## src/rtl/dpscan_pkg.sv

```systemverilog
package dpscan_pkg;

    localparam logic [2:0] ACK_OK    = 3'b001;
    localparam logic [2:0] ACK_WAIT  = 3'b010;
    localparam logic [2:0] ACK_FAULT = 3'b100;

    localparam logic [1:0] RA_IDR   = 2'd0;
    localparam logic [1:0] RA_CTRL  = 2'd1;
    localparam logic [1:0] RA_SEL   = 2'd2;
    localparam logic [1:0] RA_RDBUF = 2'd3;

    localparam int PWR_REQ_DBG = 28;
    localparam int PWR_ACK_DBG = 29;
    localparam int PWR_REQ_SYS = 30;
    localparam int PWR_ACK_SYS = 31;

    localparam logic [3:0] ID_BANK = 4'hF;

    typedef enum logic [2:0] {
        STEP_IDR    = 3'd0,
        STEP_PWR    = 3'd1,
        STEP_POLL   = 3'd2,
        STEP_SEL    = 3'd3,
        STEP_COMMIT = 3'd4,
        STEP_APID   = 3'd5
    } step_e;

    typedef enum logic [2:0] {
        ERR_NONE  = 3'd0,
        ERR_FAULT = 3'd1,
        ERR_WAIT  = 3'd2,
        ERR_PROTO = 3'd3,
        ERR_POLL  = 3'd4
    } err_e;

    typedef enum logic [2:0] {
        V_NONE, V_OK, V_RETRY, V_FAULT, V_WAIT_OUT, V_PROTO
    } verdict_e;

    typedef enum logic [2:0] {
        PH_IDLE, PH_ISSUE, PH_WAIT, PH_DONE, PH_ERR
    } phase_e;

    typedef struct packed {
        logic        write;
        logic [1:0]  addr;
        logic [31:0] wdata;
    } xfer_t;

    function automatic logic [31:0] pwr_req_word();
        logic [31:0] w;
        w = '0;
        w[PWR_REQ_DBG] = 1'b1;
        w[PWR_REQ_SYS] = 1'b1;
        return w;
    endfunction

    function automatic logic [31:0] sel_word(input logic [7:0] ap);
        return {ap, 16'h0000, ID_BANK, 4'h0};
    endfunction

    function automatic logic pwr_up_done(input logic [31:0] st);
        return st[PWR_ACK_DBG] & st[PWR_ACK_SYS];
    endfunction

endpackage

```

## src/rtl/dpscan_xfer_gen.sv

```systemverilog
module dpscan_xfer_gen
    import dpscan_pkg::*;
(
    input  step_e       step,
    input  logic [7:0]  ap_sel,
    output xfer_t       xfer
);

    always_comb begin
        xfer = '0;
        case (step)
            STEP_IDR: begin
                xfer.write = 1'b0;
                xfer.addr  = RA_IDR;
            end
            STEP_PWR: begin
                xfer.write = 1'b1;
                xfer.addr  = RA_CTRL;
                xfer.wdata = pwr_req_word();
            end
            STEP_POLL: begin
                xfer.write = 1'b0;
                xfer.addr  = RA_CTRL;
            end
            STEP_SEL: begin
                xfer.write = 1'b1;
                xfer.addr  = RA_SEL;
                xfer.wdata = sel_word(ap_sel);
            end
            STEP_COMMIT, STEP_APID: begin
                xfer.write = 1'b0;
                xfer.addr  = RA_RDBUF;
            end
            default: xfer = '0;
        endcase
    end

endmodule

```

## src/rtl/dpscan_ack_eval.sv

```systemverilog
module dpscan_ack_eval
    import dpscan_pkg::*;
#(
    parameter int WAIT_MAX = 4
) (
    input  logic      clk,
    input  logic      rst,
    input  logic      clr,
    input  logic      take,
    input  logic [2:0] ack,
    output verdict_e  verdict
);

    localparam int CW = $clog2(WAIT_MAX + 2);
    localparam logic [CW-1:0] WLIM = CW'(WAIT_MAX);

    logic [CW-1:0] wait_cnt;

    always_comb begin
        verdict = V_NONE;
        if (take) begin
            case (ack)
                ACK_OK:    verdict = V_OK;
                ACK_WAIT:  verdict = (wait_cnt == WLIM) ? V_WAIT_OUT : V_RETRY;
                ACK_FAULT: verdict = V_FAULT;
                default:   verdict = V_PROTO;
            endcase
        end
    end

    always_ff @(posedge clk) begin
        if (rst || clr) begin
            wait_cnt <= '0;
        end else if (verdict == V_RETRY) begin
            wait_cnt <= wait_cnt + 1'b1;
        end else if (verdict != V_NONE) begin
            wait_cnt <= '0;
        end
    end

    AST_WAIT_NOT_PAST_LIMIT: assert property (@(posedge clk) disable iff (rst)
        (verdict == V_RETRY) |-> (wait_cnt < WLIM)) else $error("wait retry past limit");

endmodule

```

## src/rtl/dpscan_poll_ctr.sv

```systemverilog
module dpscan_poll_ctr #(
    parameter int POLL_MAX = 16
) (
    input  logic clk,
    input  logic rst,
    input  logic clr,
    input  logic inc,
    output logic last
);

    localparam int CW = $clog2(POLL_MAX + 1);
    localparam logic [CW-1:0] PLAST = CW'(POLL_MAX - 1);

    logic [CW-1:0] cnt;

    always_ff @(posedge clk) begin
        if (rst || clr) begin
            cnt <= '0;
        end else if (inc) begin
            cnt <= cnt + 1'b1;
        end
    end

    assign last = (cnt == PLAST);

    AST_POLL_NO_WRAP: assert property (@(posedge clk) disable iff (rst)
        inc |-> !last) else $error("poll counter advanced at limit");

endmodule

```

## src/rtl/dpscan_top.sv

```systemverilog
module dpscan_top
    import dpscan_pkg::*;
#(
    parameter int AP_LAST  = 255,
    parameter int WAIT_MAX = 4,
    parameter int POLL_MAX = 16
) (
    input  logic        clk,
    input  logic        rst,
    input  logic        start,
    output logic        cmd_valid,
    input  logic        cmd_ready,
    output logic        cmd_write,
    output logic [1:0]  cmd_addr,
    output logic [31:0] cmd_wdata,
    input  logic        rsp_valid,
    input  logic [2:0]  rsp_ack,
    input  logic [31:0] rsp_rdata,
    output logic [31:0] dpid_value,
    output logic        dpid_valid,
    output logic        apid_valid,
    output logic [7:0]  apid_sel,
    output logic [31:0] apid_value,
    output logic        apid_present,
    output logic        busy,
    output logic        done,
    output logic        err,
    output logic [2:0]  err_code,
    output logic [2:0]  err_step
);

    localparam logic [7:0] AP_TOP = AP_LAST[7:0];

    phase_e     phase;
    step_e      step;
    logic [7:0] ap_sel;
    xfer_t      xfer;
    verdict_e   verdict;
    err_e       fail_code;
    logic       take;
    logic       launch;
    logic       poll_clr;
    logic       poll_inc;
    logic       poll_last;
    logic       pwr_ok;

    assign take   = (phase == PH_WAIT) && rsp_valid;
    assign launch = start && (phase == PH_IDLE || phase == PH_DONE || phase == PH_ERR);
    assign pwr_ok = pwr_up_done(rsp_rdata);

    dpscan_xfer_gen u_xfer (
        .step   (step),
        .ap_sel (ap_sel),
        .xfer   (xfer)
    );

    dpscan_ack_eval #(.WAIT_MAX(WAIT_MAX)) u_ack (
        .clk     (clk),
        .rst     (rst),
        .clr     (launch),
        .take    (take),
        .ack     (rsp_ack),
        .verdict (verdict)
    );

    assign poll_clr = (verdict == V_OK) && (step == STEP_PWR);
    assign poll_inc = (verdict == V_OK) && (step == STEP_POLL) && !pwr_ok && !poll_last;

    dpscan_poll_ctr #(.POLL_MAX(POLL_MAX)) u_poll (
        .clk  (clk),
        .rst  (rst),
        .clr  (poll_clr || launch),
        .inc  (poll_inc),
        .last (poll_last)
    );

    always_comb begin
        fail_code = ERR_NONE;
        case (verdict)
            V_FAULT:    fail_code = ERR_FAULT;
            V_WAIT_OUT: fail_code = ERR_WAIT;
            V_PROTO:    fail_code = ERR_PROTO;
            V_OK: begin
                if (step == STEP_POLL && !pwr_ok && poll_last) begin
                    fail_code = ERR_POLL;
                end
            end
            default: fail_code = ERR_NONE;
        endcase
    end

    assign cmd_valid = (phase == PH_ISSUE);
    assign cmd_write = xfer.write;
    assign cmd_addr  = xfer.addr;
    assign cmd_wdata = xfer.wdata;
    assign busy      = (phase == PH_ISSUE) || (phase == PH_WAIT);

    always_ff @(posedge clk) begin
        if (rst) begin
            phase        <= PH_IDLE;
            step         <= STEP_IDR;
            ap_sel       <= '0;
            dpid_value   <= '0;
            dpid_valid   <= 1'b0;
            apid_valid   <= 1'b0;
            apid_sel     <= '0;
            apid_value   <= '0;
            apid_present <= 1'b0;
            done         <= 1'b0;
            err          <= 1'b0;
            err_code     <= ERR_NONE;
            err_step     <= STEP_IDR;
        end else begin
            apid_valid <= 1'b0;
            if (launch) begin
                phase      <= PH_ISSUE;
                step       <= STEP_IDR;
                ap_sel     <= '0;
                dpid_valid <= 1'b0;
                done       <= 1'b0;
                err        <= 1'b0;
                err_code   <= ERR_NONE;
                err_step   <= STEP_IDR;
            end else if (phase == PH_ISSUE) begin
                if (cmd_ready) begin
                    phase <= PH_WAIT;
                end
            end else if (phase == PH_WAIT && take) begin
                if (fail_code != ERR_NONE) begin
                    phase    <= PH_ERR;
                    err      <= 1'b1;
                    err_code <= fail_code;
                    err_step <= step;
                end else if (verdict == V_RETRY) begin
                    phase <= PH_ISSUE;
                end else if (verdict == V_OK) begin
                    phase <= PH_ISSUE;
                    case (step)
                        STEP_IDR: begin
                            dpid_value <= rsp_rdata;
                            dpid_valid <= 1'b1;
                            step       <= STEP_PWR;
                        end
                        STEP_PWR: step <= STEP_POLL;
                        STEP_POLL: begin
                            if (pwr_ok) begin
                                step   <= STEP_SEL;
                                ap_sel <= '0;
                            end
                        end
                        STEP_SEL:    step <= STEP_COMMIT;
                        STEP_COMMIT: step <= STEP_APID;
                        STEP_APID: begin
                            apid_valid   <= 1'b1;
                            apid_sel     <= ap_sel;
                            apid_value   <= rsp_rdata;
                            apid_present <= |rsp_rdata;
                            if (ap_sel == AP_TOP) begin
                                phase <= PH_DONE;
                                done  <= 1'b1;
                            end else begin
                                ap_sel <= ap_sel + 1'b1;
                                step   <= STEP_SEL;
                            end
                        end
                        default: step <= STEP_IDR;
                    endcase
                end
            end
        end
    end

    AST_CMD_HOLD: assert property (@(posedge clk) disable iff (rst)
        (cmd_valid && !cmd_ready) |=> (cmd_valid && $stable(cmd_write) && $stable(cmd_addr)
                                       && $stable(cmd_wdata))) else $error("command changed while pending");

    AST_DONE_ERR_EXCL: assert property (@(posedge clk) disable iff (rst)
        !(done && err)) else $error("done and err together");

    AST_WAIT_REISSUE: assert property (@(posedge clk) disable iff (rst)
        (busy && !cmd_valid && rsp_valid && rsp_ack == ACK_WAIT) |=>
            (err || (cmd_valid && $stable(cmd_addr) && $stable(cmd_write)))) else $error("wait not reissued");

    AST_FAULT_STOPS: assert property (@(posedge clk) disable iff (rst)
        (busy && !cmd_valid && rsp_valid && rsp_ack == ACK_FAULT) |=>
            (err && err_code == ERR_FAULT && !busy)) else $error("fault did not stop run");

    AST_APID_AFTER_OK: assert property (@(posedge clk) disable iff (rst)
        apid_valid |-> ($past(rsp_valid) && $past(rsp_ack) == ACK_OK)) else $error("report without OK reply");

    AST_START_WHILE_BUSY: assert property (@(posedge clk) disable iff (rst)
        (busy && start && !rsp_valid) |=> (busy && $stable(cmd_addr))) else $error("start disturbed a run");

endmodule

```

## config.mk

```make
export PLATFORM = sky130hd
export DESIGN_NAME = dpscan_top
export DESIGN_NICKNAME = d
export VERILOG_FILES = /design/src/rtl/dpscan_pkg.sv /design/src/rtl/dpscan_xfer_gen.sv /design/src/rtl/dpscan_ack_eval.sv /design/src/rtl/dpscan_poll_ctr.sv /design/src/rtl/dpscan_top.sv
export SDC_FILE = /design/constraint.sdc
export NUM_CORES = 1
export LEC_CHECK = 0
export BUFFER_PORTS_ARGS = -buffer_cell sky130_fd_sc_hd__clkbuf_2
export CAP_MARGIN = 20
export CORE_ASPECT_RATIO = 0.8
export CORE_MARGIN = 5
export CORE_UTILIZATION = 45
export CTS_CLUSTER_SIZE = 12
export DETAILED_ROUTE_END_ITERATION = 7
export GPL_TIMING_DRIVEN = 0
export PLACE_DENSITY = 0.73
export SKIP_LAST_GASP = 1
export SLEW_MARGIN = 25
export SYNTH_ARGS = -nofsm -noshare
export SYNTH_HDL_FRONTEND = slang
export SYNTH_HIERARCHICAL = 1
export SYNTH_SLANG_ARGS = --single-unit
```

## constraint.sdc

```tcl
create_clock -name clk -period 4.07 [get_ports clk]
set_input_delay 0.2035 -clock clk [delete_from_list [all_inputs] [get_ports clk]]
set_output_delay 0.2035 -clock clk [all_outputs]
set_load 0.005 [all_outputs]
```

==> impl_metrics.py, run 1 <==
metrics = {
    "outcome": {
        "run_status": "finished, final reports clean",
    },
    "drt": {
        "route.detailed.vias_per_inst": 5.05,
        "number_of_drc_violations_after_detailed_routing": 0,
        "detail_route.iter0.violations": 227,
        "routed-via-count": 4481,
        "drtPass1Iterations": 4,
        "wire_per_inst_um": 14.7,
        "route.final.wire_length_um": 13100,
        "detail-route-antenna-nets": 0,
    },
    "global_routing": {
        "gr-total-overflow": 0,
        "grt_max_degree": 17,
        "grtUsageTotal_pct": 20.5,
        "first_global_vias": 4212,
        "grt_pass1_wl_um": 20500,
        "initial_antenna_violation_count": 0,
    },
    "synth": {
        "yosys_warnings": 6,
        "synth-edff-count": 0,
        "synthesized_instance_count": 575,
        "ys_async_sr_fraction_pct": 0,
        "synth_area_per_cell_um2": 8.13,
        "synth.ff_latch_count": 105,
        "ys.flop_type": "dfxtp_1",
        "register_area_share_after_synthesis_pct": 44.9,
        "synth.distinct_cells": 62,
        "mappedNetlistArea_um2": 4680,
    },
    "sta": {
        "clock_skew_ns": 0.00530,
        "hold_slack_ns": 0.101,
        "relSlewSlack_pct": 38.1,
        "min_period_ns": 3.33,
        "tightest_slew_ns": 0.923,
        "clock.fmax_mhz": 300,
        "final_max_slew_viol_count": 0,
        "layout_worst_path_cycle_share_pct": 81.9,
        "timing.final.hold_violations": 0,
        "timing.setup.tns_ns": 0,
        "finalSetupViolCount": 0,
        "rsz0062_at_grt": "no",
    },
    "floorplan": {
        "initial_utilization_pct": 45.9,
        "die_width_um": 124,
        "chipHeight_um": 101,
        "placement_rows": 33,
        "placeableCoreArea_um2": 10200,
        "ios": 160,
        "total_die_area_um2": 12500,
    },
    "placement": {
        "gp_congestion": 0.821,
        "port_buffers": 139,
        "post-dp-hpwl_um": 10200,
        "placed_cells": 873,
    },
    "pwr": {
        "vdd.ir_drop.worst_mv": 0.248,
        "p_leak_nw": 2.43,
        "power_per_cell_area_nw_per_um2": 338,
        "report.power.total_mw": 2.00,
    },
    "min_path": {
        "min_path_cells": 3,
        "hold_start": "rsp_rdata[25]",
        "holdPathEnd": "dpid_value[25]$_SDFFE_PP0P_",
        "worst_hold_path_type": "in -> reg",
    },
    "final_layout": {
        "layout.nets": 789,
        "multiInputGateArea_um2": 2250,
        "antenna_fix_cells": 0,
        "area.sequential_um2": 2100,
        "fillerInstances": 995,
        "layout-area-overhead-vs-synth_pct": 26.3,
        "fin_cells": 888,
        "fin_util_pct": 57.9,
        "post_route_cells_drive_above_1_share_pct": 31.4,
    },
    "job": {
        "maxCapViolCount": 0,
    },
    "cts": {
        "cts-hold-fix-buffers": 0,
        "clk_latency_ns": 0.34,
        "htree_levels": 3,
        "cts_num_sinks": 105,
        "cts_tree": "yes",
        "cts_resized": 0,
        "cts.clk_slew.worst_paths_ns": 0.07,
        "clock_path_buffers": 2,
        "clockRootBuffer": "clkbuf_16",
        "post_cts_buffers": 0,
        "cts_buffers": 9,
    },
    "setup_path": {
        "critical-path-top-delay-family": "simple AND/OR/NAND/NOR gates",
        "slowest_delay_ns": 0.44,
        "cp-end-kind": "register",
        "r2r_start": "phase[1]$_SDFFE_PP0P_",
        "required_ns": 4.28,
        "reg2reg_slack_ns": 0.74,
        "arrival_ns": 3.54,
        "timing_worst_setup_path_type": "reg -> reg",
        "path_cells": "nand4bb_1 -> inv_1 -> nor2b_1 -> or3b_1 -> buf_2 -> or2_1 -> buf_2 -> or4_4 -> buf_6 -> buf_6 -> nand2_2 -> a21oi_1",
        "startpoint_type": "register",
        "r2r-end": "dpid_value[6]$_SDFFE_PP0P_",
        "maximum_net_fanout_on_the_critical_path": 11,
        "r2r_cells": 12,
        "crit_slowest_cell": "dfxtp_1",
        "crit_buf_inv": 5,
    },
}
## cell usage in the layout (no fill, tap or decap), types with 3 or more instances in the layout
cell	n
a211oi_1	3
a21oi_1	85
a31oi_1	3
and2_1	4
and2_4	3
and3_1	4
buf_2	11
buf_4	23
buf_6	6
clkbuf_1	21
clkbuf_16	9
clkbuf_2	139
clkinvlp_4	3
conb_1	20
dfxtp_1	105
ha_1	5
inv_1	8
nand2_1	131
nand2_2	27
nand3_1	11
nand3b_1	3
nand4_1	3
nand4b_1	3
nor2_1	28
nor2b_1	6
nor3_1	4
nor3_2	3
nor3b_1	3
nor4_1	8
o211ai_1	7
o21ai_0	12
o31ai_1	3
or3_1	3
xnor2_1	4
## cells in the mapped netlist, types with 3 or more instances
| cell | number | area share (%) |
|---|---|---|
| a211oi_1 | 3 | 0.48 |
| a21oi_1 | 85 | 9.1 |
| a31oi_1 | 3 | 0.40 |
| and2_1 | 4 | 0.53 |
| and2_4 | 3 | 0.56 |
| and3_1 | 4 | 0.53 |
| buf_2 | 11 | 1.2 |
| buf_4 | 23 | 3.7 |
| buf_6 | 6 | 1.4 |
| clkbuf_1 | 20 | 1.6 |
| dfxtp_1 | 105 | 45 |
| ha_1 | 5 | 1.3 |
| inv_1 | 8 | 0.64 |
| nand2_1 | 131 | 11 |
| nand2_2 | 27 | 3.6 |
| nand3_1 | 11 | 1.2 |
| nand3b_1 | 3 | 0.48 |
| nand4_1 | 3 | 0.40 |
| nand4b_1 | 3 | 0.56 |
| nor2_1 | 28 | 2.2 |
| nor2b_1 | 6 | 0.80 |
| nor3_1 | 4 | 0.43 |
| nor3_2 | 3 | 0.64 |
| nor3b_1 | 3 | 0.48 |
| nor4_1 | 8 | 1.1 |
| o211ai_1 | 7 | 1.1 |
| o21ai_0 | 12 | 1.3 |
| o31ai_1 | 3 | 0.48 |
| or3_1 | 3 | 0.40 |
| xnor2_1 | 4 | 0.75 |
## where the power goes
group / switching (mW) / leakage [nW] / internal (mW)
registers: 0.00311 / 0.846 / 1.03
logic: 0.0736 / 1.46 / 0.0448
clock network: 0.375 / 0.131 / 0.473
total: 0.451 / 2.43 / 1.55
## state kept, by name, summed over array words and instances, names as in the netlist
| name | flops |
|---|---|
| step | 3 |
| dpid_valid | 1 |
| done | 1 |
| err_step | 3 |
| apid_sel | 8 |
| phase | 3 |
| err | 1 |
| u_ack/wait_cnt | 3 |
| u_poll/cnt | 5 |
| apid_present | 1 |
| apid_value | 32 |
| apid_valid | 1 |
| dpid_value | 32 |
| err_code | 3 |
| ap_sel | 8 |
## cell families (layout without fill, tap and decap cells)
family	after synthesis	in the layout	synth area share, %
compound gates	130	130	16.0
xor+xnor	4	4	0.749
fa+ha+maj	5	5	1.34
buf+inv	68	222	8.56
flops	105	105	44.9
mux	2	2	0.535
other cells	1	20	0.0802
simple gates	260	260	27.8
## through the flow
| stage | worst slack (ns) | instance area, um2 |
|---|---|---|
| floorplan | 1.24 | 4750 |
| global placement | 0.894 | 5620 |
| detailed placement | 0.785 | 5620 |
| CTS | 0.770 | 5910 |
| global route | 0.456 | 5910 |
| finish | 0.737 | 5910 |
## worst register-to-register path: stages (launching register included)
cell and delay, ns:
dfxtp_1 0.44, nand4bb_1 0.33, inv_1 0.35, nor2b_1 0.30, or3b_1 0.37, buf_2 0.18, or2_1 0.21, buf_2 0.16
or4_4 0.43, buf_6 0.15, buf_6 0.15, nand2_2 0.07, a21oi_1 0.06
## routing by layer
layer  vias to the layer above  track usage [%]  share of wire, %  routed length (um)
li1                       2244                -                 -                   -
met1                      2072             27.6                45                5910
met2                       145             32.5                46                5970
met3                        20             5.42               7.7                1010
met4                         0             6.23               1.5                 197
met5                         -                0                 0                   0
## layout make-up
| class | instances | area share (%) |
|---|---|---|
| clock buffer | 10 | 3.88 |
| multi-input combinational | 421 | 38.0 |
| timing repair buffer | 139 | 11.8 |
| tap | 140 | 2.97 |
| clock inverter | 5 | 0.975 |
| sequential | 105 | 35.6 |
| buffer | 60 | 6.27 |
| inverter | 8 | 0.508 |
## worst max path at each step
stage | cells after the start | end | startpoint
2_1_floorplan | 12 | dpid_value[25]$_SDFFE_PP0P_ | phase[1]$_SDFFE_PP0P_
3_3_place_gp | 12 | dpid_value[7]$_SDFFE_PP0P_ | phase[1]$_SDFFE_PP0P_
3_5_place_dp | 12 | dpid_value[7]$_SDFFE_PP0P_ | phase[1]$_SDFFE_PP0P_
4_1_cts | 12 | dpid_value[10]$_SDFFE_PP0P_ | phase[1]$_SDFFE_PP0P_
5_1_grt | 11 | apid_sel[6]$_SDFFE_PP0P_ | phase[1]$_SDFFE_PP0P_
6_report | 12 | dpid_value[6]$_SDFFE_PP0P_ | phase[1]$_SDFFE_PP0P_
Note: power is estimated with default switching activity, not from simulation.
==> inputs of run 2 (changes only) <==
Settings changed: ABC_AREA from default to 1, PLACE_DENSITY 0.73 to 0.75.
Clock period 4.07 ns to 3.06 ns, I/O delays scaled along.
==> run 2 against run 1 <==
Compared with the run above:
- clock skew grew 0.0014 ns
- combinational power grew 24%
- critical path type unchanged
- via count grew 7.8%
- die area grew 3.9%
- synthesized cell count grew 20%
- design area grew 3.8%
- non-clock buffer count shrank 8
- highest routed layer unchanged
- critical endpoint is now dpid_value[19]$_SDFFE_PP0P_
- clock power grew 38%
==> impl_metrics.py, run 2 <==
metrics = {
    "sta": {
        "clock_skew_ns": 0.00666,
        "tightest_slew_ns": 0.636,
        "timing.final.hold_violations": 0,
        "hold_slack_ns": 0.0766,
        "clock.fmax_mhz": 379,
        "rsz0062_at_grt": "no",
        "relSlewSlack_pct": 57.4,
        "finalSetupViolCount": 0,
        "min_period_ns": 2.64,
        "layout_worst_path_cycle_share_pct": 86.2,
        "postLayoutSetupSlackWorst_ns": 0.422,
        "final_max_slew_viol_count": 0,
        "timing.setup.tns_ns": 0,
    },
    "synth": {
        "post-synth-top-area-cell": "dfxtp_1",
        "ys_async_sr_fraction_pct": 0,
        "synth-edff-count": 0,
        "yosys_warnings": 6,
        "synthTopCellsByArea": "dfxtp_1 43%, nand2_1 16%, a21oi_1 10%, nand3_1 6.0%, inv_1 4.4%",
        "most_numerous_cell_in_the_yosys_netlist": "nand2_1",
        "synthesized_instance_count": 689,
        "register_area_share_after_synthesis_pct": 43.1,
        "ys.flop_type": "dfxtp_1",
        "synth_area_per_cell_um2": 7.08,
        "synth.distinct_cells": 31,
        "synth.ff_latch_count": 105,
        "mappedNetlistArea_um2": 4880,
        "synth.top_cells.by_count": "205 x nand2_1, 105 x dfxtp_1, 98 x a21oi_1, 58 x nand3_1, 57 x inv_1",
        "yosysTopAreaCellShare_pct": 43.1,
    },
    "setup_path": {
        "r2r_cells": 10,
        "r2r-end": "dpid_value[19]$_SDFFE_PP0P_",
        "r2r_start": "phase[1]$_SDFFE_PP0P_",
        "critical_path_depth": 10,
        "cp-startpoint": "phase[1]$_SDFFE_PP0P_",
        "timing_worst_setup_path_type": "reg -> reg",
        "worst_setup_path_endpoint": "dpid_value[19]$_SDFFE_PP0P_",
        "slowest_delay_ns": 0.57,
        "arrival_ns": 2.84,
        "cp-end-kind": "register",
        "crit_slowest_cell": "nor2_1",
        "maximum_net_fanout_on_the_critical_path": 15,
        "startpoint_type": "register",
        "critical-path-top-delay-family": "simple AND/OR/NAND/NOR gates",
        "required_ns": 3.27,
        "crit_buf_inv": 2,
        "cpMostUsedCell": "nand2_1",
        "path_cells": "nand3_2 -> nor2_8 -> nand2_1 -> inv_1 -> nand3_1 -> nor2_1 -> nand2_1 -> buf_2 -> nand2_1 -> a21oi_1",
        "reg2reg_slack_ns": 0.42,
    },
    "placement": {
        "post-dp-hpwl_um": 10100,
        "place_worst_setup_slack_ns": 0.428,
        "gp_congestion": 0.879,
        "port_buffers": 139,
    },
    "global_routing": {
        "grtUsageTotal_pct": 20.0,
        "initial_antenna_violation_count": 0,
        "gr-total-overflow": 0,
        "grt_pass1_wl_um": 21300,
        "grt_max_degree": 19,
        "first_global_vias": 4435,
    },
    "final_layout": {
        "multiInputGateArea_um2": 2270,
        "layout.nets": 903,
        "area.sequential_um2": 2100,
        "biggestRegsByFlops": "apid_value: 32 flops, dpid_value: 32 flops",
        "post_route_cells_drive_above_1_share_pct": 26.5,
        "mostFrequentLayoutCells": "205 x nand2_1, 139 x clkbuf_2, 105 x dfxtp_1",
        "layout.cells.most_common": "nand2_1",
        "layout-area-overhead-vs-synth_pct": 25.6,
        "antenna_fix_cells": 0,
        "fillerInstances": 1083,
    },
    "pwr": {
        "power_per_cell_area_nw_per_um2": 438,
        "p_leak_nw": 2.77,
        "vdd.ir_drop.worst_mv": 0.269,
    },
    "floorplan": {
        "total_die_area_um2": 13000,
        "placement_rows": 34,
        "initial_utilization_pct": 45.5,
        "ios": 160,
        "placeableCoreArea_um2": 10700,
        "chipHeight_um": 103,
        "die_width_um": 126,
    },
    "drt": {
        "wire_per_inst_um": 13.0,
        "number_of_drc_violations_after_detailed_routing": 0,
        "drtPass1Iterations": 5,
        "detail-route-antenna-nets": 0,
        "route.detailed.vias_per_inst": 4.80,
        "routed-via-count": 4829,
        "route.final.wire_length_um": 13100,
        "detail_route.iter0.violations": 291,
    },
    "cts": {
        "post_cts_buffers": 0,
        "htree_levels": 3,
        "clockRootBuffer": "clkbuf_16",
        "clock_path_buffers": 2,
        "cts_num_sinks": 105,
        "cts_buffers": 9,
        "cts_tree": "yes",
        "cts-hold-fix-buffers": 0,
        "cts_resized": 0,
        "cts.clk_slew.worst_paths_ns": 0.07,
        "clk_latency_ns": 0.34,
    },
    "min_path": {
        "worst_hold_path_type": "in -> reg",
    },
    "outcome": {
        "run_status": "finished, final reports clean",
    },
    "job": {
        "maxCapViolCount": 0,
    },
}
-- run 2: changes by cell type in the layout (fill, tap and decap cells not counted), moves of 5 or more --
| cell | previous run | this run |
|---|---|---|
| a21oi_1 | 85 | 98 |
| clkbuf_1 | 21 | 9 |
| inv_1 | 8 | 57 |
| nand2_1 | 131 | 205 |
| nand2_2 | 27 | 6 |
| nand3_1 | 11 | 58 |
| nand4_1 | 3 | 8 |
| nor2_1 | 28 | 53 |
| nor2_2 | 0 | 8 |
| nor2b_1 | 6 | 0 |
| nor4_1 | 8 | 0 |
| o211ai_1 | 7 | 0 |
| o21ai_0 | 12 | 6 |
-- run 2: power by group --
group	leakage, nW	switching, mW	internal [mW]
Clock	0.142	0.526	0.641
Combinational	1.78	0.0912	0.0548
Sequential	0.845	0.00149	1.37
-- run 2: layout make-up --
class | instances | share of cell area, %
clock buffer | 9 | 3.68
tap | 144 | 2.94
clock inverter | 7 | 1.25
sequential | 105 | 34.3
inverter | 62 | 3.84
multi-input combinational | 489 | 37.0
timing repair buffer | 139 | 11.4
buffer | 52 | 5.62
-- run 2: worst register-to-register path, stage by stage (launching register included) --
cell and delay [ns]:
dfxtp_1 0.44, nand3_2 0.17, nor2_8 0.25, nand2_1 0.09
inv_1 0.09, nand3_1 0.22, nor2_1 0.57, nand2_1 0.27
buf_2 0.26, nand2_1 0.08, a21oi_1 0.06
-- run 2: cells by family after synthesis --
group,Yosys count,synth area share [%]
AOI/OAI and AO/OA,110,11.5
xor gates and xnor gates,1,0.180
adders and majority gates,5,1.28
buffers and inverters,114,11.9
DFF,105,43.1
other,1,0.0769
and+or+nand+nor,353,32.0
-- run 2: metrics by stage --
stage / power [mW] / cell area [um2] / instances / util (%)
6_report: 2.68 / 6130 / 1007 / 57.2
5_1_grt: 2.78 / 6130 / 1007 / 57.2
4_1_cts: 2.70 / 6130 / 1007 / 57.2
3_5_place_dp: 1.54 / 5830 / 991 / 54.3
3_3_place_gp: 1.54 / 5830 / 991 / 54.3
2_1_floorplan: 1.48 / 4950 / 708 / -
-- run 2: how the worst min path moves through the flow --
stage                  startpoint                          end  slack, ns  cells after the start
floorplan           rsp_rdata[26]  apid_value[26]$_SDFFE_PP0P_       0.30                      2
global placement     rsp_rdata[7]   apid_value[7]$_SDFFE_PP0P_       0.42                      3
detailed placement  rsp_rdata[28]  apid_value[28]$_SDFFE_PP0P_       0.42                      3
CTS                 rsp_rdata[28]  apid_value[28]$_SDFFE_PP0P_       0.06                      3
global route         rsp_rdata[0]   apid_value[0]$_SDFFE_PP0P_       0.07                      3
finish              rsp_rdata[28]  apid_value[28]$_SDFFE_PP0P_       0.08                      3
-- run 2: routing by layer --
| metal | global-route usage, % | vias to the layer above | part of all wire (%) |
|---|---|---|---|
| met3 | 6.01 | 8 | 6.4 |
| met2 | 30.6 | 137 | 44 |
| li1 | - | 2498 | - |
| met4 | 4.12 | 0 | 0.84 |
| met5 | 0 | - | 0 |
| met1 | 28.3 | 2186 | 49 |
==> inputs of run 3 (changes only) <==
Settings changed: SETUP_SLACK_MARGIN from default to 0.5.
==> run 3 against run 2 <==
Compared with the run above:
- combinational power about the same
- largest cell class unchanged
- final cell count unchanged
- largest power group unchanged
- utilization up 0.12 points
==> impl_metrics.py, run 3 (synthesis results as in run 2) <==
metrics = {
    "setup_path": {
        "arrival_ns": 2.60,
        "startpoint_type": "register",
        "required_ns": 3.32,
        "maximum_net_fanout_on_the_critical_path": 15,
        "timing_worst_setup_path_type": "reg -> reg",
        "cp-end-kind": "register",
    },
    "cts": {
        "post_cts_buffers": 0,
        "clockRootBuffer": "clkbuf_16",
        "cts_tree": "yes",
        "clock_path_buffers": 2,
        "cts_num_sinks": 105,
        "cts.clk_slew.worst_paths_ns": 0.07,
        "htree_levels": 3,
        "clk_latency_ns": 0.34,
        "cts_buffers": 9,
    },
    "final_layout": {
        "fin_util_pct": 57.3,
        "multiInputGateArea_um2": 2280,
        "layout.cells.most_common": "nand2_1",
        "layout.nets": 903,
        "antenna_fix_cells": 0,
        "layout-area-overhead-vs-synth_pct": 25.9,
        "post_route_cells_drive_above_1_share_pct": 26.8,
        "biggestRegsByFlops": "apid_value: 32 flops, dpid_value: 32 flops",
        "mostFrequentLayoutCells": "205 x nand2_1, 139 x clkbuf_2, 105 x dfxtp_1",
        "area.sequential_um2": 2100,
        "fillerInstances": 1082,
    },
    "drt": {
        "wl_met3_um": 882,
        "routed-via-count": 4817,
        "route.final.wire_length_um": 13200,
        "met2WireLength_um": 5650,
        "met1_length_um": 6520,
        "detail-route-antenna-nets": 0,
        "wire_per_inst_um": 13.1,
        "number_of_drc_violations_after_detailed_routing": 0,
        "route.detailed.vias_per_inst": 4.78,
        "drtPass1Iterations": 5,
        "detail_route.iter0.violations": 340,
        "top_signal_layer_used": "met4",
    },
    "sta": {
        "final_max_slew_viol_count": 0,
        "finalSetupViolCount": 0,
        "clock.fmax_mhz": 427,
        "tightest_slew_ns": 0.560,
        "rsz0062_at_grt": "no",
        "relSlewSlack_pct": 62.7,
        "layout_worst_path_cycle_share_pct": 76.5,
        "timing.setup.tns_ns": 0,
        "timing.final.hold_violations": 0,
        "clock_skew_ns": 0.00677,
        "min_period_ns": 2.34,
    },
    "floorplan": {
        "total_die_area_um2": 13000,
        "placement_rows": 34,
        "die_width_um": 126,
        "placeableCoreArea_um2": 10700,
        "initial_utilization_pct": 45.5,
        "chipHeight_um": 103,
        "ios": 160,
    },
    "pwr": {
        "p_leak_nw": 2.77,
        "power_per_cell_area_nw_per_um2": 437,
        "vdd.ir_drop.worst_mv": 0.270,
    },
    "global_routing": {
        "initial_antenna_violation_count": 0,
        "gr-total-overflow": 0,
        "grt_pass1_wl_um": 21300,
        "grt_max_degree": 19,
        "grtUsageTotal_pct": 20.0,
        "first_global_vias": 4435,
    },
    "placement": {
        "post-dp-hpwl_um": 10100,
        "port_buffers": 139,
        "gp_congestion": 0.879,
    },
    "outcome": {
        "run_status": "finished, final reports clean",
    },
    "min_path": {
        "worst_hold_path_type": "in -> reg",
    },
    "job": {
        "maxCapViolCount": 0,
    },
}
[run 3: cell count changes in the layout (fill, tap and decap cells not counted)]
cell,delta
nand3_1,-1
nand3_2,+1
nor2_1,-1
nor2_4,+1
[run 3: path summary, 6_finish.rpt]
check / cells after the start / startpoint / slack (ns) / to
worst min register to register: 2 / err$_SDFFE_PP0P_ / 0.45 / err$_SDFFE_PP0P_
worst max register to register: 14 / phase[2]$_SDFFE_PP0P_ / 0.72 / apid_value[29]$_SDFFE_PP0P_
worst max-delay path: 14 / phase[2]$_SDFFE_PP0P_ / 0.72 / apid_value[29]$_SDFFE_PP0P_
worst min-delay path: 3 / rsp_rdata[28] / 0.07 / apid_value[28]$_SDFFE_PP0P_
[run 3: through the flow]
step / instances / hold WS (ns) / setup WS, ns / total power, mW / cell area [um2]
floorplan: 708 / 0.300 / 1.15 / 1.48 / 4950
global placement: 991 / 0.422 / 0.516 / 1.54 / 5830
detailed placement: 991 / 0.421 / 0.428 / 1.54 / 5830
CTS: 1007 / 0.0597 / 0.621 / 2.70 / 6130
global route: 1007 / 0.0732 / 0.525 / 2.78 / 6140
finish: 1007 / 0.0726 / 0.719 / 2.68 / 6140
[run 3: worst max-delay path, stage by stage (launching register included)]
cell and delay [ns]:
dfxtp_1 0.30, inv_1 0.15, nand3_2 0.16, nor2_8 0.25
inv_1 0.14, a21oi_2 0.15, inv_1 0.09, nand3_2 0.16
inv_1 0.09, nand2_4 0.14, nor2_8 0.06, inv_2 0.09
buf_2 0.26, nand2_1 0.08, a21oi_1 0.13
[run 3: where the power goes]
group | total, mW | switching, mW | internal, mW
registers | 1.37 | 0.00149 | 1.37
clock network | 1.17 | 0.529 | 0.641
logic | 0.146 | 0.0915 | 0.0548
[run 3: repair_timing]
| item | CTS | global route |
|---|---|---|
| gates resized for setup | 1 | 2 |
| setup endpoints to repair | 30 | 51 |
| hold buffers | 0 | 0 |
[run 3: layout make-up]
cell class | instances | area share (%)
inverters | 62 | 3.83
clock inverters | 7 | 1.24
well taps | 144 | 2.93
plain buffers | 52 | 5.60
clock buffers | 9 | 3.67
flip-flops and latches | 105 | 34.2
repair buffers | 139 | 11.3
multi-input cells | 489 | 37.2
[run 3: per-layer routing]
layer | up-vias | track usage [%]
met4 | 0 | 4.12
met2 | 152 | 30.6
met5 | - | 0
met3 | 8 | 6.01
met1 | 2161 | 28.3
li1 | 2496 | -
